<file path="src/rtl/txArbPkg.sv">
package txArbPkg;
  typedef enum logic [2:0] {
    SEL_ENABLE = 3'd0,
    SEL_DIR    = 3'd1,
    SEL_REQSET = 3'd2,
    SEL_ACKCLR = 3'd3,
    SEL_CTRL   = 3'd4
  } hostSel_e;

  typedef struct packed {
    logic latchWin;
    logic complete;
  } ctrlStb_t;
endpackage

</file>
<file path="src/rtl/txPrioPicker.sv">
module txPrioPicker #(
  parameter int NUM_MBOX = 32,
  parameter int PRIO_W   = 6,
  localparam int IDX_W   = $clog2(NUM_MBOX)
) (
  input  logic                       clk,
  input  logic                       rstN,
  input  logic [NUM_MBOX-1:0]        eligMask,
  input  logic [NUM_MBOX*PRIO_W-1:0] prioFlat,
  output logic                       found,
  output logic [IDX_W-1:0]           winIdx
);
  logic [PRIO_W-1:0] bestPrio;

  // Ascending scan with >= lets a later (higher) index take ties.
  always_comb begin
    found    = 1'b0;
    winIdx   = '0;
    bestPrio = '0;
    for (int i = 0; i < NUM_MBOX; i++) begin
      if (eligMask[i] && (!found || prioFlat[i*PRIO_W +: PRIO_W] >= bestPrio)) begin
        found    = 1'b1;
        winIdx   = IDX_W'(i);
        bestPrio = prioFlat[i*PRIO_W +: PRIO_W];
      end
    end
  end

  // Independent check: nobody eligible outranks the winner.
  logic beaten;
  always_comb begin
    beaten = 1'b0;
    for (int i = 0; i < NUM_MBOX; i++) begin
      if (eligMask[i] && found) begin
        if (prioFlat[i*PRIO_W +: PRIO_W] > prioFlat[winIdx*PRIO_W +: PRIO_W])
          beaten = 1'b1;
        if (prioFlat[i*PRIO_W +: PRIO_W] == prioFlat[winIdx*PRIO_W +: PRIO_W] &&
            IDX_W'(i) > winIdx)
          beaten = 1'b1;
      end
    end
  end

  p_winner_eligible_r2: assert property (@(posedge clk) disable iff (!rstN)
    found |-> eligMask[winIdx]);
  // covers the tie rule of R4 as well
  p_winner_best_r3: assert property (@(posedge clk) disable iff (!rstN)
    !beaten);
  p_found_any_r8: assert property (@(posedge clk) disable iff (!rstN)
    found == (|eligMask));
endmodule

</file>
<file path="src/rtl/txArbControl.sv">
module txArbControl
  import txArbPkg::*;
(
  input  logic     clk,
  input  logic     rstN,
  input  logic     txStart,
  input  logic     txDone,
  input  logic     found,
  output logic     busy,
  output ctrlStb_t stb
);
  always_comb begin
    stb.latchWin = txStart && found && !busy;
    stb.complete = txDone && busy;
  end

  always_ff @(posedge clk) begin
    if (!rstN)             busy <= 1'b0;
    else if (stb.latchWin) busy <= 1'b1;
    else if (stb.complete) busy <= 1'b0;
  end

  p_start_needs_winner_r10: assert property (@(posedge clk) disable iff (!rstN)
    $rose(busy) |-> $past(found) && $past(txStart));
  p_done_drops_busy_r6: assert property (@(posedge clk) disable iff (!rstN)
    (busy && txDone) |=> !busy);
endmodule

</file>
<file path="src/rtl/txArbDatapath.sv">
module txArbDatapath
  import txArbPkg::*;
#(
  parameter int NUM_MBOX = 32,
  parameter int PRIO_W   = 6,
  parameter int DATA_W   = 32,
  parameter int PRIO_LSB = 8,
  localparam int IDX_W   = $clog2(NUM_MBOX)
) (
  input  logic                clk,
  input  logic                rstN,
  input  logic                hostWrEn,
  input  logic [2:0]          hostSel,
  input  logic [IDX_W-1:0]    hostMbox,
  input  logic [DATA_W-1:0]   hostData,
  input  logic                busy,
  input  ctrlStb_t            stb,
  output logic                found,
  output logic                txValid,
  output logic [IDX_W-1:0]    txIndex,
  output logic [NUM_MBOX-1:0] reqState,
  output logic [NUM_MBOX-1:0] ackState
);
  logic [NUM_MBOX-1:0]        enReg, dirReg, reqReg, ackReg;
  logic [NUM_MBOX-1:0]        setMask, clrMask, doneMask, eligMask;
  logic [NUM_MBOX*PRIO_W-1:0] prioFlat;
  logic [IDX_W-1:0]           heldIdx, winIdx;
  hostSel_e                   selCode;

  assign selCode  = hostSel_e'(hostSel);
  assign setMask  = (hostWrEn && selCode == SEL_REQSET) ? hostData[NUM_MBOX-1:0] : '0;
  assign clrMask  = (hostWrEn && selCode == SEL_ACKCLR) ? hostData[NUM_MBOX-1:0] : '0;
  assign doneMask = stb.complete ? (NUM_MBOX'(1) << heldIdx) : '0;
  assign eligMask = enReg & ~dirReg & reqReg;

  generate
    for (genvar g = 0; g < NUM_MBOX; g++) begin : gPrio
      logic [PRIO_W-1:0] prioReg;
      always_ff @(posedge clk) begin
        if (!rstN)
          prioReg <= '0;
        else if (hostWrEn && selCode == SEL_CTRL && hostMbox == IDX_W'(g))
          prioReg <= hostData[PRIO_LSB +: PRIO_W];
      end
      assign prioFlat[g*PRIO_W +: PRIO_W] = prioReg;
    end
  endgenerate

  always_ff @(posedge clk) begin
    if (!rstN) begin
      enReg   <= '0;
      dirReg  <= '0;
      reqReg  <= '0;
      ackReg  <= '0;
      heldIdx <= '0;
    end else begin
      if (hostWrEn && selCode == SEL_ENABLE) enReg  <= hostData[NUM_MBOX-1:0];
      if (hostWrEn && selCode == SEL_DIR)    dirReg <= hostData[NUM_MBOX-1:0];
      reqReg <= (reqReg & ~doneMask) | setMask;
      ackReg <= (ackReg & ~clrMask) | doneMask;
      if (stb.latchWin) heldIdx <= winIdx;
    end
  end

  txPrioPicker #(.NUM_MBOX(NUM_MBOX), .PRIO_W(PRIO_W)) uPicker (
    .clk(clk), .rstN(rstN), .eligMask(eligMask), .prioFlat(prioFlat),
    .found(found), .winIdx(winIdx)
  );

  assign txValid  = busy | found;
  assign txIndex  = busy ? heldIdx : winIdx;
  assign reqState = reqReg;
  assign ackState = ackReg;

  p_done_sets_ack_r6: assert property (@(posedge clk) disable iff (!rstN)
    stb.complete |=> ackReg[$past(heldIdx)]);
  p_done_clears_req_r6: assert property (@(posedge clk) disable iff (!rstN)
    (stb.complete && !setMask[heldIdx]) |=> !reqReg[$past(heldIdx)]);
endmodule

</file>
<file path="src/rtl/txPrioArbiter.sv">
module txPrioArbiter
  import txArbPkg::*;
#(
  parameter int NUM_MBOX = 32,
  parameter int PRIO_W   = 6,
  parameter int DATA_W   = 32,
  parameter int PRIO_LSB = 8,
  localparam int IDX_W   = $clog2(NUM_MBOX)
) (
  input  logic                clk,
  input  logic                rstN,
  input  logic                hostWrEn,
  input  logic [2:0]          hostSel,
  input  logic [IDX_W-1:0]    hostMbox,
  input  logic [DATA_W-1:0]   hostData,
  input  logic                txStart,
  input  logic                txDone,
  output logic                txValid,
  output logic [IDX_W-1:0]    txIndex,
  output logic                txBusy,
  output logic [NUM_MBOX-1:0] reqState,
  output logic [NUM_MBOX-1:0] ackState
);
  ctrlStb_t stb;
  logic     found, busy;

  txArbControl uCtrl (
    .clk(clk), .rstN(rstN), .txStart(txStart), .txDone(txDone),
    .found(found), .busy(busy), .stb(stb)
  );

  txArbDatapath #(.NUM_MBOX(NUM_MBOX), .PRIO_W(PRIO_W), .DATA_W(DATA_W),
                  .PRIO_LSB(PRIO_LSB)) uDp (
    .clk(clk), .rstN(rstN), .hostWrEn(hostWrEn), .hostSel(hostSel),
    .hostMbox(hostMbox), .hostData(hostData), .busy(busy), .stb(stb),
    .found(found), .txValid(txValid), .txIndex(txIndex),
    .reqState(reqState), .ackState(ackState)
  );

  assign txBusy = busy;

  p_idle_zero_r8: assert property (@(posedge clk) disable iff (!rstN)
    !txValid |-> txIndex == '0);
  p_hold_index_r9: assert property (@(posedge clk) disable iff (!rstN)
    (txBusy && $past(txBusy)) |-> (txIndex == $past(txIndex)) && txValid);
endmodule

</file>
<file path="config.mk">
export PLATFORM = sky130hd
export DESIGN_NAME = txPrioArbiter
export DESIGN_NICKNAME = d
export VERILOG_FILES = /design/src/rtl/txArbPkg.sv /design/src/rtl/txPrioPicker.sv /design/src/rtl/txArbControl.sv /design/src/rtl/txArbDatapath.sv /design/src/rtl/txPrioArbiter.sv
export SDC_FILE = /design/constraint.sdc
export NUM_CORES = 1
export LEC_CHECK = 0
export BUFFER_PORTS_ARGS = -buffer_cell sky130_fd_sc_hd__buf_2
export CORE_UTILIZATION = 57
export DETAILED_ROUTE_END_ITERATION = 16
export GPL_TIMING_DRIVEN = 0
export PLACE_DENSITY = 0.78
export SLEW_MARGIN = 10
export SYNTH_ARGS = -nofsm -noshare
export SYNTH_HDL_FRONTEND = slang
export SYNTH_HIERARCHICAL = 1
export SYNTH_SLANG_ARGS = --single-unit
</file>
<file path="constraint.sdc">
create_clock -name clk -period 53 [get_ports clk]
set_clock_uncertainty 0.2 [all_clocks]
set_input_delay 2.65 -clock clk [delete_from_list [all_inputs] [get_ports clk]]
set_output_delay 2.65 -clock clk [all_outputs]
set_load 0.02 [all_outputs]
</file>
## Word level (Yosys, flattened, before mapping)

Cells that the tools add are included.

| operators by class | value |
|---|---|
| reduce and logical (&&, ||, !) cells | 137 |
| muxes and demuxes | 100 |
| shift operators | 1 |
| bitwise gates (word level) | 10 |
| magnitude comparators | 31 |
| eq/ne operators | 35 |

Operators by type and width:

| operator | count |
|---|---|
| 6-bit >= comparator | 31 |
| 6-bit 2-to-1 mux | 31 |
| 5-bit 2-to-1 mux | 31 |
| 32-bit bitwise AND | 4 |
| 32-bit 2-to-1 mux | 3 |
| 32-bit inverter | 3 |
| 5-bit == test (second input constant) | 16 |
| 1-bit logical AND | 71 |
| 32-bit bitwise OR | 2 |
| 5-bit by 4-bit == test with 1-bit output (second input constant) | 8 |
| 1-bit 2-to-1 mux | 35 |
| 1-bit logical NOT | 32 |
| 1-bit by 5-bit << shifter with 32-bit output (first input constant) | 1 |
| 1-bit logical OR | 31 |
| 5-bit by 3-bit == test with 1-bit output (second input constant) | 4 |
| 5-bit by 2-bit == test with 1-bit output (second input constant) | 2 |
| 3-bit by 2-bit == test with 1-bit output (second input constant) | 2 |
| 5-bit by 1-bit == test with 1-bit output (second input constant) | 1 |
| 5-bit logical NOT | 1 |
| 3-bit by 1-bit == test with 1-bit output (second input constant) | 1 |
| 3-bit == test (second input constant) | 1 |
| 3-bit logical NOT | 1 |
| 2-bit nonzero test | 1 |
| 1-bit bitwise OR | 1 |

| word-level totals | value |
|---|---|
| logic and storage cells | 352 |
| flip-flop bits (word level) | 326 |
| input bits | 45 |

## Longest topological paths before layout

| logic depth | value |
|---|---|
| depth in word-level cells | 131 |
| depth in mapped cells | 294 |
| gate-level depth less buffers | 282 |

## Modules after synthesis

Netlist, hierarchy kept.

Modules (own cells, without submodules):

| module | sequential area each (sq um) | instances | cells an instance | area each (sq um) |
|---|---|---|---|---|
| txArbDatapath | 6506.2 | 1 | 1347 | 12763.5 |
| txPrioPicker | 0.0 | 1 | 1345 | 9416.5 |
| txArbControl | 20.0 | 1 | 7 | 55.1 |

## Least setup slack after synthesis

OpenSTA, ideal clock, no wires.

| timing | value |
|---|---|
| path kind | register -> output |
| start point | register uDp.reqReg[0] (netlist: uDp/reqState[0]) |
| end point | output port txIndex[3] |
| slack | -2.469 ns |
| arrival | 52.619 ns |
| stages on the path, launching flop included | 276 |
| required time | 50.150 ns |
| path through | dfxtp_1 -> nand2_1 -> nor2_1 -> buf_6 -> nand2_1 -> ha_1 -> and3_1 -> o41ai_2 -> o21a_1 -> buf_2 -> nor2_1 -> a31oi_1 -> ha_1 -> nand2_1 -> nor2_2 -> a221oi_1 -> buf_2 -> mux2_2 -> [240 not listed] -> a21oi_1 -> nor2b_1 -> o21ai_0 -> nand3b_1 -> nand2_1 -> mux2_4 -> ha_1 -> nand2b_1 -> a21oi_1 -> nor2b_1 -> o21ai_0 -> nand2b_1 -> a21oi_1 -> nor2b_1 -> o31ai_1 -> and2_1 -> nand4_1 -> mux2_2 |

| on the way | value |
|---|---|
| word-level cells in the longest chain between the ends | 127 |

RTL lines:

| item | RTL line | RTL |
|---|---|---|
| start: declaration | txArbDatapath.sv:24 | `logic [NUM_MBOX-1:0] enReg, dirReg, reqReg, ackReg;` |
| start signal: assignment | txArbDatapath.sv:59 | `reqReg <= (reqReg & ~doneMask) \| setMask;` |
| 32-bit bitwise AND * | txArbDatapath.sv:34 | `assign eligMask = enReg & ~dirReg & reqReg;` |
| via uDp.eligMask[0] | txArbDatapath.sv:25 | `logic [NUM_MBOX-1:0] setMask, clrMask, doneMask, eligMask;` |
| 6-bit 2-to-1 mux or 1-bit 2-to-1 mux (tied branches) | txPrioPicker.sv:21 | `if (eligMask[i] && (!found \|\| prioFlat[i*PRIO_W +: PRIO_W] >= bestPrio)) begin` |
| 6-bit >= comparator or 1-bit logical NOT (tied branches) | txPrioPicker.sv:21 |  |
| 1-bit logical OR | txPrioPicker.sv:21 |  |
| 1-bit logical AND | txPrioPicker.sv:21 |  |
| 6-bit 2-to-1 mux or 1-bit 2-to-1 mux (tied branches) | txPrioPicker.sv:21 |  |
| 6-bit >= comparator or 1-bit logical NOT (tied branches) | txPrioPicker.sv:21 |  |
| [113 not listed] | -- |  |
| 1-bit logical AND | txPrioPicker.sv:21 |  |
| 6-bit 2-to-1 mux or 1-bit 2-to-1 mux (tied branches) | txPrioPicker.sv:21 |  |
| 6-bit >= comparator or 1-bit logical NOT (tied branches) | txPrioPicker.sv:21 |  |
| 1-bit logical OR | txPrioPicker.sv:21 |  |
| 1-bit logical AND | txPrioPicker.sv:21 |  |
| 5-bit 2-to-1 mux * | txPrioPicker.sv:21 |  |
| via uDp.winIdx[3] | txArbDatapath.sv:27 | `logic [IDX_W-1:0] heldIdx, winIdx;` |
| 5-bit 2-to-1 mux * | txArbDatapath.sv:71 | `assign txIndex = busy ? heldIdx : winIdx;` |
| end: declaration | txPrioArbiter.sv:19 | `output logic [IDX_W-1:0] txIndex,` |

Mark *: on every way through the listed nets, which the timed path passes. The rest lies on a longest branch.

## Final worst setup path

| timing | value |
|---|---|
| start point | register uDp.reqReg[0] (netlist: uDp/reqState[0]) |
| end point | output port txIndex[4] |

The elaborated chain is that of the path after synthesis.

==> results.txt <==
* Share of synthesized flip-flops with an asynchronous set or reset: 0%
* Top fanout value on the critical path: 8
* Multi-input combinational cell area: 17100 um2
* Run status: complete, but fails checks
* Mapped Nets: 2882
- Crit path setup slack, layout: -3.01 ns
* Synth cell count leaders: 511 x sky130_fd_sc_hd__nand2_1, 326 x sky130_fd_sc_hd__dfxtp_1, 228 x sky130_fd_sc_hd__mux2i_1
- Setup repair after global routing could not meet its margin everywhere.
- The cell sitting at the root of the clock tree is a sky130_fd_sc_hd__clkbuf_16.
- Max VDD drop: about 0.000023 V
* Arrival time of data at the critical path endpoint: 53.16 ns
* EDFF count, synth: 0
* Worst-case headroom to the max-slew limit: 23.2%
- Summed over all layers, the global routing overflow is 0.
- Number of remaining DRC errors: 0
* # setup viols final: 5
- In the final routed layout, each cell accounts on average for around 23 um.
* Hold violation total from the final report: 0
- On the critical path, the stage with the largest delay is an instance of sky130_fd_sc_hd__o21ai_0.
- For the worst setup path, the data required time is ~50 ns.
- In this run the critical register-to-register path is captured at uDp/heldIdx[3]$_SDFFE_PN0P_.
* Synth Warn #: 6
- Global routing used about two fifths of the available tracks across all layers.
- Highest clock frequency the design can meet: 0.0179 GHz
* Worst-skew pair later-pin latency: about 0.57 ns
* Remaining number of nets flagged by the antenna check after routing: 0
- Dpl cells: 3320
- Detail Placement HPWL: 51800 um
* Clock transition time at the flip-flop clock pins of the worst setup and hold paths: approximately 0.06 ns
- Dividing total power by cell area gives a power density of 18.8 nW/um2.
* Leak pwr: 0.0119 uW
* Internal reg-to-reg setup slack: 0.17 ns
* Layout Utilization: approximately 77%
* Hold Path Stages: 2
* Worst slew pin tran: 1.15 ns
- TritonCTS built the clock tree.
* Via count of the first global-routing pass: 22.6k
- Measured along the x axis, the die boundary spans 200 um.
* Top cell type's share of synthesized area: 29.4%
- Final total negative setup slack: -14.72 ns
- In this design, the stage delay of the slowest critical-path cell is 0.51 ns.
- Critical Setup Path Class: reg2out
* Largest cells by area after synthesis: sky130_fd_sc_hd__dfxtp_1 29%, sky130_fd_sc_hd__mux2i_1 10%, sky130_fd_sc_hd__nand2_1 8.6%
- Of the cells placed in the final design, the portion with a size suffix greater than 1 is 29.2%.
- Last element of the critical path: txIndex[4]
- Sequential elements use 29.4% of the synthesized area.
- Placer congestion estimate: 0.931
* Crit start category: register
- Post-Syn Area per Cell: 8.24 um2
- For the worst flop-to-flop path, the logic depth is 284.
* Via count: 23.8k
- After detailed routing, the number of vias per cell comes to 6.55.
- Violations in the final reports: setup timing
* CTS H-tree depth: 2
* Global-route wire length before repair: between 100000 and 150000 um
- Combined flip-flop and latch cell area: 6530 um2
- The final count of pins violating max slew was 0.
- Endpoint type of the worst setup path: output pin
- Initial antenna violation count: 3
* Initial cell density of the core: 58.5%
- Uppermost metal layer occupied by signal nets: met4
- Summed over all nets, wire length on met2 after detailed routing comes to about 38000 um.
* Number of ports placed on the die boundary: 116
- Number of unique standard cell types used by synthesis: 131
- Number of sinks on the clock net: roughly 330
* TritonCTS Buffers: 37
- Number of input and output port buffers inserted: 110
- Cell with the most instances after synthesis: sky130_fd_sc_hd__nand2_1
* Core ar.: ~38000 um2
* Core Rows: around 70
- Cell taking the most area after synthesis: sky130_fd_sc_hd__dfxtp_1
* Register bit total from synthesis: 326
* Wl on met1: 31100 um
- Number of inserted filler cells in the final layout: between 2k and 2.5k
* Area Overhead vs Synth: 31.7%
- Final period util: 106%
* Worst setup path start: uDp/reqState[0]$_SDFF_PN0_
* Startpoint of the most critical register-to-register path: uDp/reqState[0]$_SDFF_PN0_
- The final layout contains 3274 nets.
- The most numerous cell type found on the critical path is sky130_fd_sc_hd__nand2b_4.
- The path class of the tightest hold or removal check is reg2reg.
* Vert. Die Dim: 200 um
* Worst setup slack before clock tree synthesis: -8.45 ns
- Routed Wire Length: ~84000 um
- The routed design uses 8320 um of met3 wire.
- Syn Std Cell Area: 22200 um2
- Across the run, the number of max-cap violations was 0.
* Top FF cell, synth: sky130_fd_sc_hd__dfxtp_1
* Pin count of the biggest net entering global routing: 14
- The floorplan step defined a die boundary enclosing 39800 um2.
* Drt pass-1 iters: 6
- The cell count after synthesis came out at roughly 2.7k.
- Initial DRC count: roughly 2.6k
- For this run, the number of standard cells in the final layout without fillers is 3633.
- Clock period minus final worst setup slack: 56.01 ns
* Longest Clk Path Bufs: 3
## worst min-delay path by stage
stage | from | endpoint | slack, ns
3_5_place_dp | uDp/gPrio[31].prioReg[0]$_SDFFE_PN0P_ | uDp/gPrio[31].prioReg[0]$_SDFFE_PN0P_ | 0.25
4_1_cts | uDp/enReg[14]$_SDFFE_PN0P_ | uDp/enReg[14]$_SDFFE_PN0P_ | 0.26
5_1_grt | uDp/enReg[14]$_SDFFE_PN0P_ | uDp/enReg[14]$_SDFFE_PN0P_ | 0.28
3_3_place_gp | uDp/enReg[7]$_SDFFE_PN0P_ | uDp/enReg[7]$_SDFFE_PN0P_ | 0.24
6_report | uDp/enReg[27]$_SDFFE_PN0P_ | uDp/enReg[27]$_SDFFE_PN0P_ | 0.26
2_1_floorplan | uDp/gPrio[0].prioReg[0]$_SDFFE_PN0P_ | uDp/gPrio[0].prioReg[0]$_SDFFE_PN0P_ | 0.23
## through the flow
stage / area [um2] / total power (uW) / hold slack [ns]
floorplan: 22400 / 271 / 0.235
global placement: 23600 / 283 / 0.240
detailed placement: 23600 / 284 / 0.249
CTS: 28000 / 545 / 0.259
global route: 29300 / 561 / 0.282
finish: 29300 / 549 / 0.259
## cell usage in the layout (no fill, tap or decap), types with 17 or more instances in the layout
cell type                   instances
sky130_fd_sc_hd__nand2_2           17
sky130_fd_sc_hd__and2_1            18
sky130_fd_sc_hd__o21ai_2           28
sky130_fd_sc_hd__a21oi_1           55
sky130_fd_sc_hd__a21oi_4           20
sky130_fd_sc_hd__a21o_1            39
sky130_fd_sc_hd__nor2_1           142
sky130_fd_sc_hd__buf_2            119
sky130_fd_sc_hd__nand3_1           40
sky130_fd_sc_hd__nand2_1          486
sky130_fd_sc_hd__clkbuf_1         102
sky130_fd_sc_hd__o21ai_0           79
sky130_fd_sc_hd__buf_4            214
sky130_fd_sc_hd__ha_1              90
sky130_fd_sc_hd__dfxtp_1          324
sky130_fd_sc_hd__nand2b_1          17
sky130_fd_sc_hd__a21boi_0         127
sky130_fd_sc_hd__buf_6             49
sky130_fd_sc_hd__a21oi_2           32
sky130_fd_sc_hd__inv_1            122
sky130_fd_sc_hd__nor3_1            21
sky130_fd_sc_hd__nand4_1           18
sky130_fd_sc_hd__mux2i_1          210
sky130_fd_sc_hd__mux2_4            28
sky130_fd_sc_hd__clkbuf_16         38
sky130_fd_sc_hd__o21a_1            62
sky130_fd_sc_hd__nand2b_4          27
sky130_fd_sc_hd__o21ai_1           18
sky130_fd_sc_hd__ha_4              46
## worst max-delay path, delay by kind of cell (launching register included)
family                   cells  cell delay, ns
AND/OR/NAND/NOR             80           10.91
adder cells (fa/ha/maj)     35            8.94
buffers and inverters       28            3.93
flip-flops                   1            0.34
AO/OA/AOI/OAI              117           21.17
multiplexers                23            7.12
## metal layers
metal | up-vias | GRT usage, %
met5 | - | 0
met2 | 1700 | 63.7
li1 | 10400 | -
met3 | 440 | 6.09
met4 | 0 | 24.5
met1 | 11200 | 46.1
## state kept, by name, indices dropped and copies added (netlist names)
register           flops
uDp/gPrio.prioReg    192
uDp/ackState          32
uDp/dirReg            32
uDp/enReg             32
uDp/reqState          32
uDp/heldIdx            5
uCtrl/busy             1
## area by class of cell
cell class / count / share of cell area, %
Multi-Input combinational cell: 2105 / 58.4
Sequential cell: 326 / 22.3
Timing Repair Buffer: 353 / 8.65
Clock buffer: 53 / 3.71
Buffer: 136 / 2.50
Tap cell: 511 / 2.18
Inverter: 132 / 1.71
Clock inverter: 14 / 0.513
Antenna cell: 3 / 0.0256
## power by group
part           internal, uW  switching [uW]  leakage, uW  total (uW)
Combinational          11.4            25.6      0.00862        37.0
Clock                   154             111     0.000602         264
Sequential              247            1.28      0.00263         248
## cell families after synthesis
kind of cell	synth area share (%)
adder cells (fa/ha/maj)	8.13
AND/OR/NAND/NOR	22.0
XOR/XNOR	0.354
AO/OA/AOI/OAI	22.7
flip-flops	29.4
multiplexers	12.4
buffers and inverters	5.17
## timing repair
item                                    in CTS  in global routing
hold buffers                                 0                  0
endpoints found under the setup margin      11                 10
pin swaps                                  214                180
gates resized for setup                    351                157
endpoints found under the hold margin        0                  0
cloned                                       3                  0
setup buffers                              185                 56
Power figures use the tool's default switching activity.
